### src/rtl/irqc_pkg.sv
package irqc_pkg;

    localparam int unsigned BYTE_W = 8;
    localparam int unsigned SRC_W  = 2 * BYTE_W;

    // register offsets; low and high halves are adjacent
    localparam int unsigned OFS_MASK_LO = 0;
    localparam int unsigned OFS_MASK_HI = 1;
    localparam int unsigned OFS_STAT_LO = 2;
    localparam int unsigned OFS_STAT_HI = 3;
    localparam int unsigned OFS_ACK_LO  = 4;
    localparam int unsigned OFS_ACK_HI  = 5;

    // status bit assignment
    localparam int unsigned BIT_TICK    = 8;
    localparam int unsigned BIT_ALARM   = 9;
    localparam int unsigned BIT_UPD_ERR = 10;
    localparam int unsigned BIT_BUTTON  = 11;

    localparam logic [SRC_W-1:0] MASK_RESET = 16'h0FFF;

    typedef enum logic [2:0] {
        SEL_NONE,
        SEL_MASK_LO,
        SEL_MASK_HI,
        SEL_STAT_LO,
        SEL_STAT_HI,
        SEL_ACK_LO,
        SEL_ACK_HI
    } reg_sel_e;

    typedef struct packed {
        logic mask_lo;
        logic mask_hi;
        logic ack_lo;
        logic ack_hi;
    } wr_strobe_t;

    function automatic reg_sel_e decode_offset(input int unsigned ofs);
        case (ofs)
            OFS_MASK_LO: return SEL_MASK_LO;
            OFS_MASK_HI: return SEL_MASK_HI;
            OFS_STAT_LO: return SEL_STAT_LO;
            OFS_STAT_HI: return SEL_STAT_HI;
            OFS_ACK_LO:  return SEL_ACK_LO;
            OFS_ACK_HI:  return SEL_ACK_HI;
            default:     return SEL_NONE;
        endcase
    endfunction

    // place a byte in the low or high half of a status-wide word
    function automatic logic [SRC_W-1:0] lane_place(input logic [BYTE_W-1:0] b,
                                                    input logic hi);
        return hi ? {b, {BYTE_W{1'b0}}} : {{BYTE_W{1'b0}}, b};
    endfunction

endpackage

### src/rtl/irqc_rise_det.sv
module irqc_rise_det (
    input  logic clk,
    input  logic rst,
    input  logic level,
    output logic rise
);
    logic level_q;

    always_ff @(posedge clk) begin
        if (rst) level_q <= 1'b0;
        else     level_q <= level;
    end

    assign rise = level & ~level_q;

    // a held-high level yields a single event
    p_single_rise_r8: assert property (@(posedge clk) disable iff (rst)
        rise |=> !rise);

endmodule

### src/rtl/irqc_mask_bank.sv
module irqc_mask_bank #(
    parameter int unsigned W = 16,
    parameter logic [W-1:0] RESET_VAL = '1
) (
    input  logic           clk,
    input  logic           rst,
    input  logic           wr_lo,
    input  logic           wr_hi,
    input  logic [W/2-1:0] wr_byte,
    output logic [W-1:0]   mask_q
);
    localparam int unsigned HALF = W / 2;

    always_ff @(posedge clk) begin
        if (rst) begin
            mask_q <= RESET_VAL;
        end else begin
            if (wr_lo) mask_q[HALF-1:0] <= wr_byte;
            if (wr_hi) mask_q[W-1:HALF] <= wr_byte;
        end
    end

    p_mask_lo_keeps_hi_r2: assert property (@(posedge clk) disable iff (rst)
        (wr_lo && !wr_hi) |=> mask_q[W-1:HALF] == $past(mask_q[W-1:HALF]));
    p_mask_hi_keeps_lo_r2: assert property (@(posedge clk) disable iff (rst)
        (wr_hi && !wr_lo) |=> mask_q[HALF-1:0] == $past(mask_q[HALF-1:0]));

endmodule

### src/rtl/irqc_status_bank.sv
module irqc_status_bank #(
    parameter int unsigned W = 16
) (
    input  logic         clk,
    input  logic         rst,
    input  logic [W-1:0] set_vec,
    input  logic [W-1:0] clr_vec,
    output logic [W-1:0] status_q
);
    logic [W-1:0] status_d;

    // set has priority over clear on the same bit
    always_comb status_d = (status_q & ~clr_vec) | set_vec;

    always_ff @(posedge clk) begin
        if (rst) status_q <= '0;
        else     status_q <= status_d;
    end

    p_set_lands_r3: assert property (@(posedge clk) disable iff (rst)
        (set_vec != '0) |=> (status_q & $past(set_vec)) == $past(set_vec));
    p_ack_clears_r4: assert property (@(posedge clk) disable iff (rst)
        (clr_vec != '0) |=> (status_q & $past(clr_vec & ~set_vec)) == '0);
    p_idle_holds_r6: assert property (@(posedge clk) disable iff (rst)
        (set_vec == '0 && clr_vec == '0) |=> $stable(status_q));

endmodule

### src/rtl/irqc_top.sv
module irqc_top #(
    parameter int unsigned ADDR_W = 4
) (
    input  logic                        clk,
    input  logic                        rst,
    input  logic                        wr_en,
    input  logic [ADDR_W-1:0]           reg_addr,
    input  logic [irqc_pkg::BYTE_W-1:0] wr_data,
    output logic [irqc_pkg::BYTE_W-1:0] rd_data,
    input  logic [irqc_pkg::SRC_W-1:0]  evt_pulse,
    input  logic                        pwr_btn,
    output logic                        irq_out
);
    import irqc_pkg::*;

    reg_sel_e           sel;
    wr_strobe_t         stb;
    logic               btn_rise;
    logic [SRC_W-1:0]   set_vec;
    logic [SRC_W-1:0]   clr_vec;
    logic [SRC_W-1:0]   status_q;
    logic [SRC_W-1:0]   mask_q;
    logic               irq_q;

    assign sel = decode_offset(int'(reg_addr));

    always_comb begin
        stb         = '0;
        stb.mask_lo = wr_en && (sel == SEL_MASK_LO);
        stb.mask_hi = wr_en && (sel == SEL_MASK_HI);
        stb.ack_lo  = wr_en && (sel == SEL_ACK_LO);
        stb.ack_hi  = wr_en && (sel == SEL_ACK_HI);
    end

    irqc_rise_det u_btn (
        .clk   (clk),
        .rst   (rst),
        .level (pwr_btn),
        .rise  (btn_rise)
    );

    always_comb begin
        set_vec = evt_pulse | (SRC_W'(btn_rise) << BIT_BUTTON);
        clr_vec = '0;
        if (stb.ack_lo) clr_vec = lane_place(wr_data, 1'b0);
        if (stb.ack_hi) clr_vec = lane_place(wr_data, 1'b1);
    end

    irqc_status_bank #(.W(SRC_W)) u_status (
        .clk      (clk),
        .rst      (rst),
        .set_vec  (set_vec),
        .clr_vec  (clr_vec),
        .status_q (status_q)
    );

    irqc_mask_bank #(.W(SRC_W), .RESET_VAL(MASK_RESET)) u_mask (
        .clk     (clk),
        .rst     (rst),
        .wr_lo   (stb.mask_lo),
        .wr_hi   (stb.mask_hi),
        .wr_byte (wr_data),
        .mask_q  (mask_q)
    );

    always_ff @(posedge clk) begin
        if (rst) irq_q <= 1'b0;
        else     irq_q <= |(status_q & ~mask_q);
    end

    assign irq_out = irq_q;

    always_comb begin
        case (sel)
            SEL_MASK_LO: rd_data = mask_q[BYTE_W-1:0];
            SEL_MASK_HI: rd_data = mask_q[SRC_W-1:BYTE_W];
            SEL_STAT_LO: rd_data = status_q[BYTE_W-1:0];
            SEL_STAT_HI: rd_data = status_q[SRC_W-1:BYTE_W];
            default:     rd_data = '0;
        endcase
    end

    p_irq_quiet_r7: assert property (@(posedge clk) disable iff (rst)
        (status_q == '0) |=> !irq_out);
    p_irq_all_masked_r7: assert property (@(posedge clk) disable iff (rst)
        (mask_q == '1) |=> !irq_out);
    p_button_sets_r8: assert property (@(posedge clk) disable iff (rst)
        btn_rise |=> status_q[BIT_BUTTON]);

endmodule

### config.mk
export PLATFORM = sky130hd
export DESIGN_NAME = irqc_top
export DESIGN_NICKNAME = d
export VERILOG_FILES = /design/src/rtl/irqc_pkg.sv /design/src/rtl/irqc_rise_det.sv /design/src/rtl/irqc_mask_bank.sv /design/src/rtl/irqc_status_bank.sv /design/src/rtl/irqc_top.sv
export SDC_FILE = /design/constraint.sdc
export NUM_CORES = 1
export LEC_CHECK = 0
export CORE_UTILIZATION = 40
export DETAILED_ROUTE_END_ITERATION = 8
export GPL_TIMING_DRIVEN = 0
export PLACE_DENSITY = 0.78
export SLEW_MARGIN = 10
export SYNTH_ARGS = -nofsm -noshare
export SYNTH_HDL_FRONTEND = slang
export SYNTH_SLANG_ARGS = --single-unit
### constraint.sdc
create_clock -name clk -period 2.1 [get_ports clk]
set_input_delay 0.525 -clock clk [delete_from_list [all_inputs] [get_ports clk]]
set_output_delay 0.525 -clock clk [all_outputs]
set_load 0.02 [all_outputs]
==> impl_results.md, run 1 <==
- First-pass GRT wire length: 6720 um
- Die Height: 66.3 um
- Site Rows: 23
- Synth Register Bits: 34
- Cells along the critical path: clkdlybuf4s50_1 -> nor2_2 -> clkbuf_8 -> and2_1 -> buf_2
- Max-cap violation count: 0
- Final WL: 4280 um
- CP Launch Type: primary input
- Hold WC Path Type: reg2reg
- Placed inst area: 2100 um^2
- Fillcell total: 384
- Tot GR Track Use: 21.3%
- Crit path max-delay family: buffers and inverters
- Mapped cell area: 1660 um^2
- Sw power: 351 uW
- Setup Skew: around 0.0066 ns
- Core Area: 4000 um^2
- CP arrival: between 1.5 and 2 ns
- DRC violations left: 0
- CTS tree: built
- Post-DP HPWL: about 3100 um
- Synth cell types: 22
- Syn Nets: roughly 220
- Routed WL per cell: 14.8 um
- Logic pwr share: 16.0%
- Largest net degree at the start of global routing: 11
- Proportion of power drawn by flip-flops and latches: 49.3%
- 1st-pass router iterations: 4
- Nets: 269
- Initial Utilization: 41.4%
- Status: complete, no violations
- Pwr dens: ~640 nW/um^2
- Final hold violation count: 0
- Initial antenna violation count: 0
- Crit path max-delay cell type: clkdlybuf4s50_1
- Clk_lat worst skew: 0.29 ns
- Post-Route Hold Slack: between 0.4 and 0.5 ns
- Via-to-Cell Ratio: 5.24
- RSZ-0062 raised after global routing: true
- Antenna-violating nets left: 0
- Max-slew violations: 0
- Register-to-Register Setup Slack: 1.07 ns
- Synth Instances: 190
- Clock sink total: 34
- Clock network power share: 34.7%
- Maximum fanout along the worst path: 9
- I/O pins: 41
- VDD IR max: 0.430 mV
- Minimum clock period: 2.06 ns
- Clock Path Buffers: 2
- Layout cells sized above 1: 13.0%
- Total congestion overflow: 0
- # diodes: 0
- Layout Cell Area excl Fill: between 2000 and 2500 um^2
- Leakage power: 0.000914 uW
- Clock root buffer: clkbuf_8
- Mean Syn Cell Area: slightly below 9 um^2
- Max-slew headroom: a little over three fifths
- WP data required: 1.57 ns
- Least-Margin Pin Slew: 0.555 ns
- Cell taking the most area after synthesis: dfxtp_1
- Area delta synth->final: 33.2%
- Vias in the first global route: around 1400
- Final GP Congestion: 0.773
- Cts bufs inserted: 5
- Total die area: 4400 um^2
- Crit path kind: in2out
- Int Power: 1070 uW
- IO buf count: 38
- Main area contributors after synthesis: dfxtp_1, mux4_1, nand2_1, a21oi_1, nand3_1
- WP buf/inv: 3
- Crit path largest cell delay: 0.43 ns
- Hold buffer count at cts: 0
- Final setup viols: 0
- Via count: 1510
- CTS H-tree lvls: 2
- Max Freq: 485 MHz
- Ys Warns: 0
- Yosys top cell area share: 41.1%
- Starting DRT DRC Count: 79
- Clk slew on worst S/H paths: roughly 0.070 ns
- Die width: 66.3 um
- Switching Fraction: 24.7%
- Worst Setup End Kind: output pin
- Seq/Total Area, Yosys: 41.1%
- Final worst-path cycle share: 98.2%
==> final cells by class <==
class                           instances  area, um^2  share of cell area [%]
Multi-Input combinational cell        131         860                    39.0
Sequential cell                        34         681                    30.9
Timing Repair Buffer                   40         375                    17.0
Clock buffer                            7        86.3                    3.92
Buffer                                 11        82.6                    3.75
Tap cell                               50        62.6                    2.84
Inverter                               14        52.6                    2.38
Clock inverter                          1        5.00                   0.227
==> synthesized netlist by cell type <==
cell type / number
dfxtp_1: 34
nand2_1: 30
a21oi_1: 19
nor2_1: 19
nand3_1: 16
inv_1: 14
and2_1: 10
nand3b_1: 10
mux4_1: 8
clkbuf_1: 6
o22ai_1: 4
a221oi_1: 3
buf_6: 3
nand2b_1: 3
a211o_1: 2
buf_2: 2
nor2b_1: 2
a31oi_1: 1
and3b_2: 1
nor3_1: 1
nor3b_4: 1
o2111ai_1: 1
==> sequential cells by signal (all words and copies together), names as in the netlist <==
register,cells
irq_out,1
u_status.status_q,16
u_btn.level_q,1
u_mask.mask_q,16
==> stage by stage <==
step                total power, uW  worst slack (ns)  TNS (ns)  util [%]  instances
floorplan                       821             0.165         0         -        190
global placement                931            -0.669     -8.38      52.5        278
detailed placement              937            -0.713     -9.26      52.5        278
CTS                            1420          0.000455         0      54.3        287
global route                   1480          -0.00189  -0.00278      55.1        288
finish                         1420            0.0387         0      55.1        288
==> logic make-up after synthesis <==
group,share of synthesized area [%]
muxes,12.7
buffers and inverters,7.18
DFF,41.1
AOI/OAI and AO/OA,10.8
and+or+nand+nor,28.2
==> cells in the final DEF, fill, tap and decap left out, types with 4 or more instances in the layout <==
cell / netlist / layout
inv_1: 14 / 14
buf_6: 3 / 4
nand3b_1: 10 / 10
buf_4: 0 / 5
nor2_1: 19 / 18
clkbuf_1: 6 / 4
nand2_1: 30 / 30
buf_2: 2 / 5
and2_1: 10 / 8
clkdlybuf4s50_1: 0 / 30
a21oi_1: 19 / 19
nand3_1: 16 / 16
o22ai_1: 4 / 4
dfxtp_1: 34 / 34
mux4_1: 8 / 7
clkbuf_8: 0 / 7
==> path summary, 6_finish.rpt <==
check	from	end	cells past startpoint
setup / recovery	reg_addr[3]	rd_data[4]	5
hold / removal	u_mask.mask_q[6]	u_mask.mask_q[6]	2
setup reg to reg	u_mask.mask_q[7]	irq_out	4
hold reg to reg	u_mask.mask_q[6]	u_mask.mask_q[6]	2
==> metal layers <==
metal	routed length [um]	GRT usage (%)	vias up
met1	1780	26.0	707
met4	44	4.79	0
met3	273	5.86	6
met5	0	0	-
met2	2180	37.1	48
li1	-	-	749
==> worst min-delay path, cell delays in order (launching register included) <==
cell and delay (ns):
dfxtp_1 0.31, nand2_1 0.05, nand3b_1 0.06
==> repair_timing <==
item                       CTS  global route
cloned                       0             0
resized for setup           39            11
setup endpoints to repair   18            11
setup buffers                1             1
pin swaps                    1             1
==> power groups by stage <==
| stage | Clock, uW | Combinational (uW) | Sequential (uW) |
|---|---|---|---|
| detailed placement | 0 | 223 | 714 |
| CTS | 495 | 221 | 700 |
| finish | 494 | 228 | 700 |
| global placement | 0 | 219 | 712 |
| floorplan | 0 | 114 | 707 |
| global route | 527 | 247 | 703 |
No activity file was read; power rests on OpenSTA's default activity.
==> run 2: changes to the inputs <==
--- a/config.mk
+++ b/config.mk
@@ -5,11 +5,12 @@
 export SDC_FILE = /design/constraint.sdc
 export NUM_CORES = 1
 export LEC_CHECK = 0
+export ABC_AREA = 1
 export CORE_UTILIZATION = 40
 export DETAILED_ROUTE_END_ITERATION = 8
 export GPL_TIMING_DRIVEN = 0
-export PLACE_DENSITY = 0.78
-export SLEW_MARGIN = 10
+export PLACE_DENSITY = 0.77
+export SLEW_MARGIN = 20
 export SYNTH_ARGS = -nofsm -noshare
 export SYNTH_HDL_FRONTEND = slang
 export SYNTH_SLANG_ARGS = --single-unit
==> impl_results.md, run 2 <==
- Status: complete, no violations
- IO buf count: 39 (+2.6%)
- CP arrival: 1.52 ns (-0.02 ns)
- Max-cap violation count: 0 (unchanged)
- First-pass GRT wire length: 7670 um (+14%)
- Pwr dens: 613 nW/um^2 (-4.9%)
- Setup Skew: 0.00336 ns (-0.00325 ns)
- Starting DRT DRC Count: 155 (+96%)
- Synth cell types: 22 (unchanged)
- Ys async rst share: 0% (unchanged)
- Max Freq: 488 MHz (+0.67%)
- 1st-pass router iterations: 4 (unchanged)
- Tot GR Track Use: 23.1% (+1.7 points)
- Hold buffer count at cts: 0 (unchanged)
- Hold WC Path Type: reg2reg
- Clock sink total: 34 (unchanged)
- Max-slew violations: 0 (unchanged)
- Largest net degree at the start of global routing: 11 (unchanged)
- Initial antenna violation count: 0 (unchanged)
- Crit path largest cell delay: 0.19 ns (-0.24 ns)
- Layout cells sized above 1: 16.6% (+3.5 points)
- Crit path max-delay family: buffers and inverters
- Cell taking the most area after synthesis: dfxtp_1
- Routed WL per cell: 13.9 um (-6.4%)
- Vias in the first global route: 1646 (+18%)
- Crit path max-delay cell type: nor3_4
- DRC violations left: 0 (unchanged)
- Final hold violation count: 0 (unchanged)
- Synth Instances: 250 (+32%)
- Synth cell count leaders: nand2_1, dfxtp_1, inv_1
- Antenna-violating nets left: 0 (unchanged)
- Most frequent cells in the layout: nand2_1, dfxtp_1, inv_1, clkdlybuf4s50_1, a21oi_1
- Core Area: 4120 um^2 (+2.9%)
- I/O pins: 41 (unchanged)
- Post-synth EDFFs: 0 (unchanged)
- Crit path kind: in2out
- WP buf/inv: 4 (+1)
- Post-synth top flop: dfxtp_1
- Post-DP HPWL: 3540 um (+14%)
- CTS tree: built
- Ys Warns: 0 (unchanged)
- Final worst-path cycle share: 97.5% (-0.65 points)
- # diodes: 0 (unchanged)
- Final core utilization: 56.4% (+1.3 points)
- Maximum fanout along the worst path: 7 (-2)
- Final setup viols: 0 (unchanged)
- Die Height: 68.6 um (+3.4%)
- Initial Utilization: 43.1% (+1.7 points)
- VDD IR max: 0.305 mV (-29%)
- Least-Margin Pin Slew: 0.528 ns (-0.0275 ns)
- Dpl cells: 339 (+22%)
- Seq/Total Area, Yosys: 38.4% (-2.8 points)
- Syn Nets: 282 (+27%)
- Clock Path Buffers: 2 (unchanged)
- Via count: 1857 (+23%)
- Main area contributors after synthesis: dfxtp_1, nand2_1, nand4_1, a21oi_1, inv_1
- Total die area: 4710 um^2 (+7.0%)
- Fillcell total: 421 (+9.6%)
- RSZ-0062 raised after global routing: false
- Synth Register Bits: 34 (unchanged)
- Nets: 335 (+25%)
- Clk_lat worst skew: 0.29 ns (about the same)
- Aggregate negative setup slack: 0 ns (unchanged)
- Total congestion overflow: 0 (unchanged)
- Worst Setup End Kind: output pin
- Mapped cell area: 1770 um^2 (+7.2%)
- Minimum clock period: 2.05 ns (-0.0137 ns)
- Cells along the critical path: buf_2 -> inv_1 -> nand2_2 -> nor3_4 -> buf_6 -> nand2_1 -> nand4_1 -> buf_4
- Die width: 68.6 um (+3.4%)
- Clk slew on worst S/H paths: 0.06 ns (about the same)
- Most common cell after layout, fill and taps aside: nand2_1
- Via-to-Cell Ratio: 5.28 (+0.62%)
- Most common cell in the synthesized netlist: nand2_1
- Yosys top cell area share: 38.4% (-2.8 points)
- Cts bufs inserted: 5 (unchanged)
- Non-Filler Instances: 352 (+22%)
- Max-slew headroom: 64.8% (+1.8 points)
- Clock root buffer: clkbuf_8
- Area delta synth->final: 30.8%
- WP data required: 1.57 ns (about the same)
- Final GP Congestion: 0.835 (+8.1%)
- CTS H-tree lvls: 2 (unchanged)
- Mean Syn Cell Area: 7.10 um^2 (-19%)
- Leakage power: 0.00110 uW (+21%)
- Largest regs: u_mask.mask_q: 16 flops, u_status.status_q: 16 flops
- Final WL: 4890 um (+14%)
- CP Launch Type: primary input
- Site Rows: 23 (unchanged)
==> run 2: path summary, 6_finish.rpt <==
kind	start	endpoint	slack, ns	depth (start not counted)
hold / removal	u_mask.mask_q[3]	u_mask.mask_q[3]	0.48	2
setup reg to reg	u_mask.mask_q[8]	irq_out	1.12	7
setup / recovery	reg_addr[3]	rd_data[4]	0.05	8
hold reg to reg	u_mask.mask_q[3]	u_mask.mask_q[3]	0.48	2
==> run 2: tightest hold or removal path, stage by stage (launching register included) <==
cell and delay, ns:
dfxtp_1 0.31, inv_1 0.07, o21ai_1 0.06
==> run 2: what timing repair did <==
item,CTS,global route
endpoints found under the setup margin,8,8
resized for setup,53,5
setup buffers,8,0
pin swaps,4,2
==> run 2: cells by family after synthesis <==
group,count (synthesis),synth area share [%]
AO/OA/AOI/OAI,36,11.0
buffers and inverters,40,10.4
flip-flops,34,38.4
AND/OR/NAND/NOR,140,40.2
==> run 2: routing by layer <==
metal	up-vias	part of all wire, %	track usage (%)
li1	927	-	-
met1	838	43	29.5
met2	81	47	37.6
met3	11	8.2	5.43
met4	0	2.0	8.33
met5	-	0	0
==> run 2: final cells by class <==
class                   count  area (um^2)  area share, %
clock buffers               6         82.6           3.56
multi-input cells         176          911           39.2
inverters                  30          118           5.07
well taps                  50         62.6           2.70
repair buffers             46          399           17.2
flip-flops and latches     34          681           29.3
plain buffers              10         67.6           2.91
==> run 2: power breakdown <==
| group | switching, uW | leakage, uW | internal [uW] |
|---|---|---|---|
| Clock | 222 | 0.0000431 | 253 |
| Combinational | 137 | 0.000778 | 113 |
| Sequential | 23.0 | 0.000281 | 676 |
==> run 2: through the flow <==
stage | power [uW] | area [um^2] | hold slack [ns] | setup WS (ns)
CTS | 1430 | 2320 | 0.484 | 0.00664
finish | 1420 | 2320 | 0.484 | 0.0524
floorplan | 832 | 1770 | 0.451 | 0.339
global placement | 956 | 2230 | 0.468 | -0.950
global route | 1480 | 2320 | 0.492 | 0.000616
detailed placement | 960 | 2230 | 0.474 | -0.970
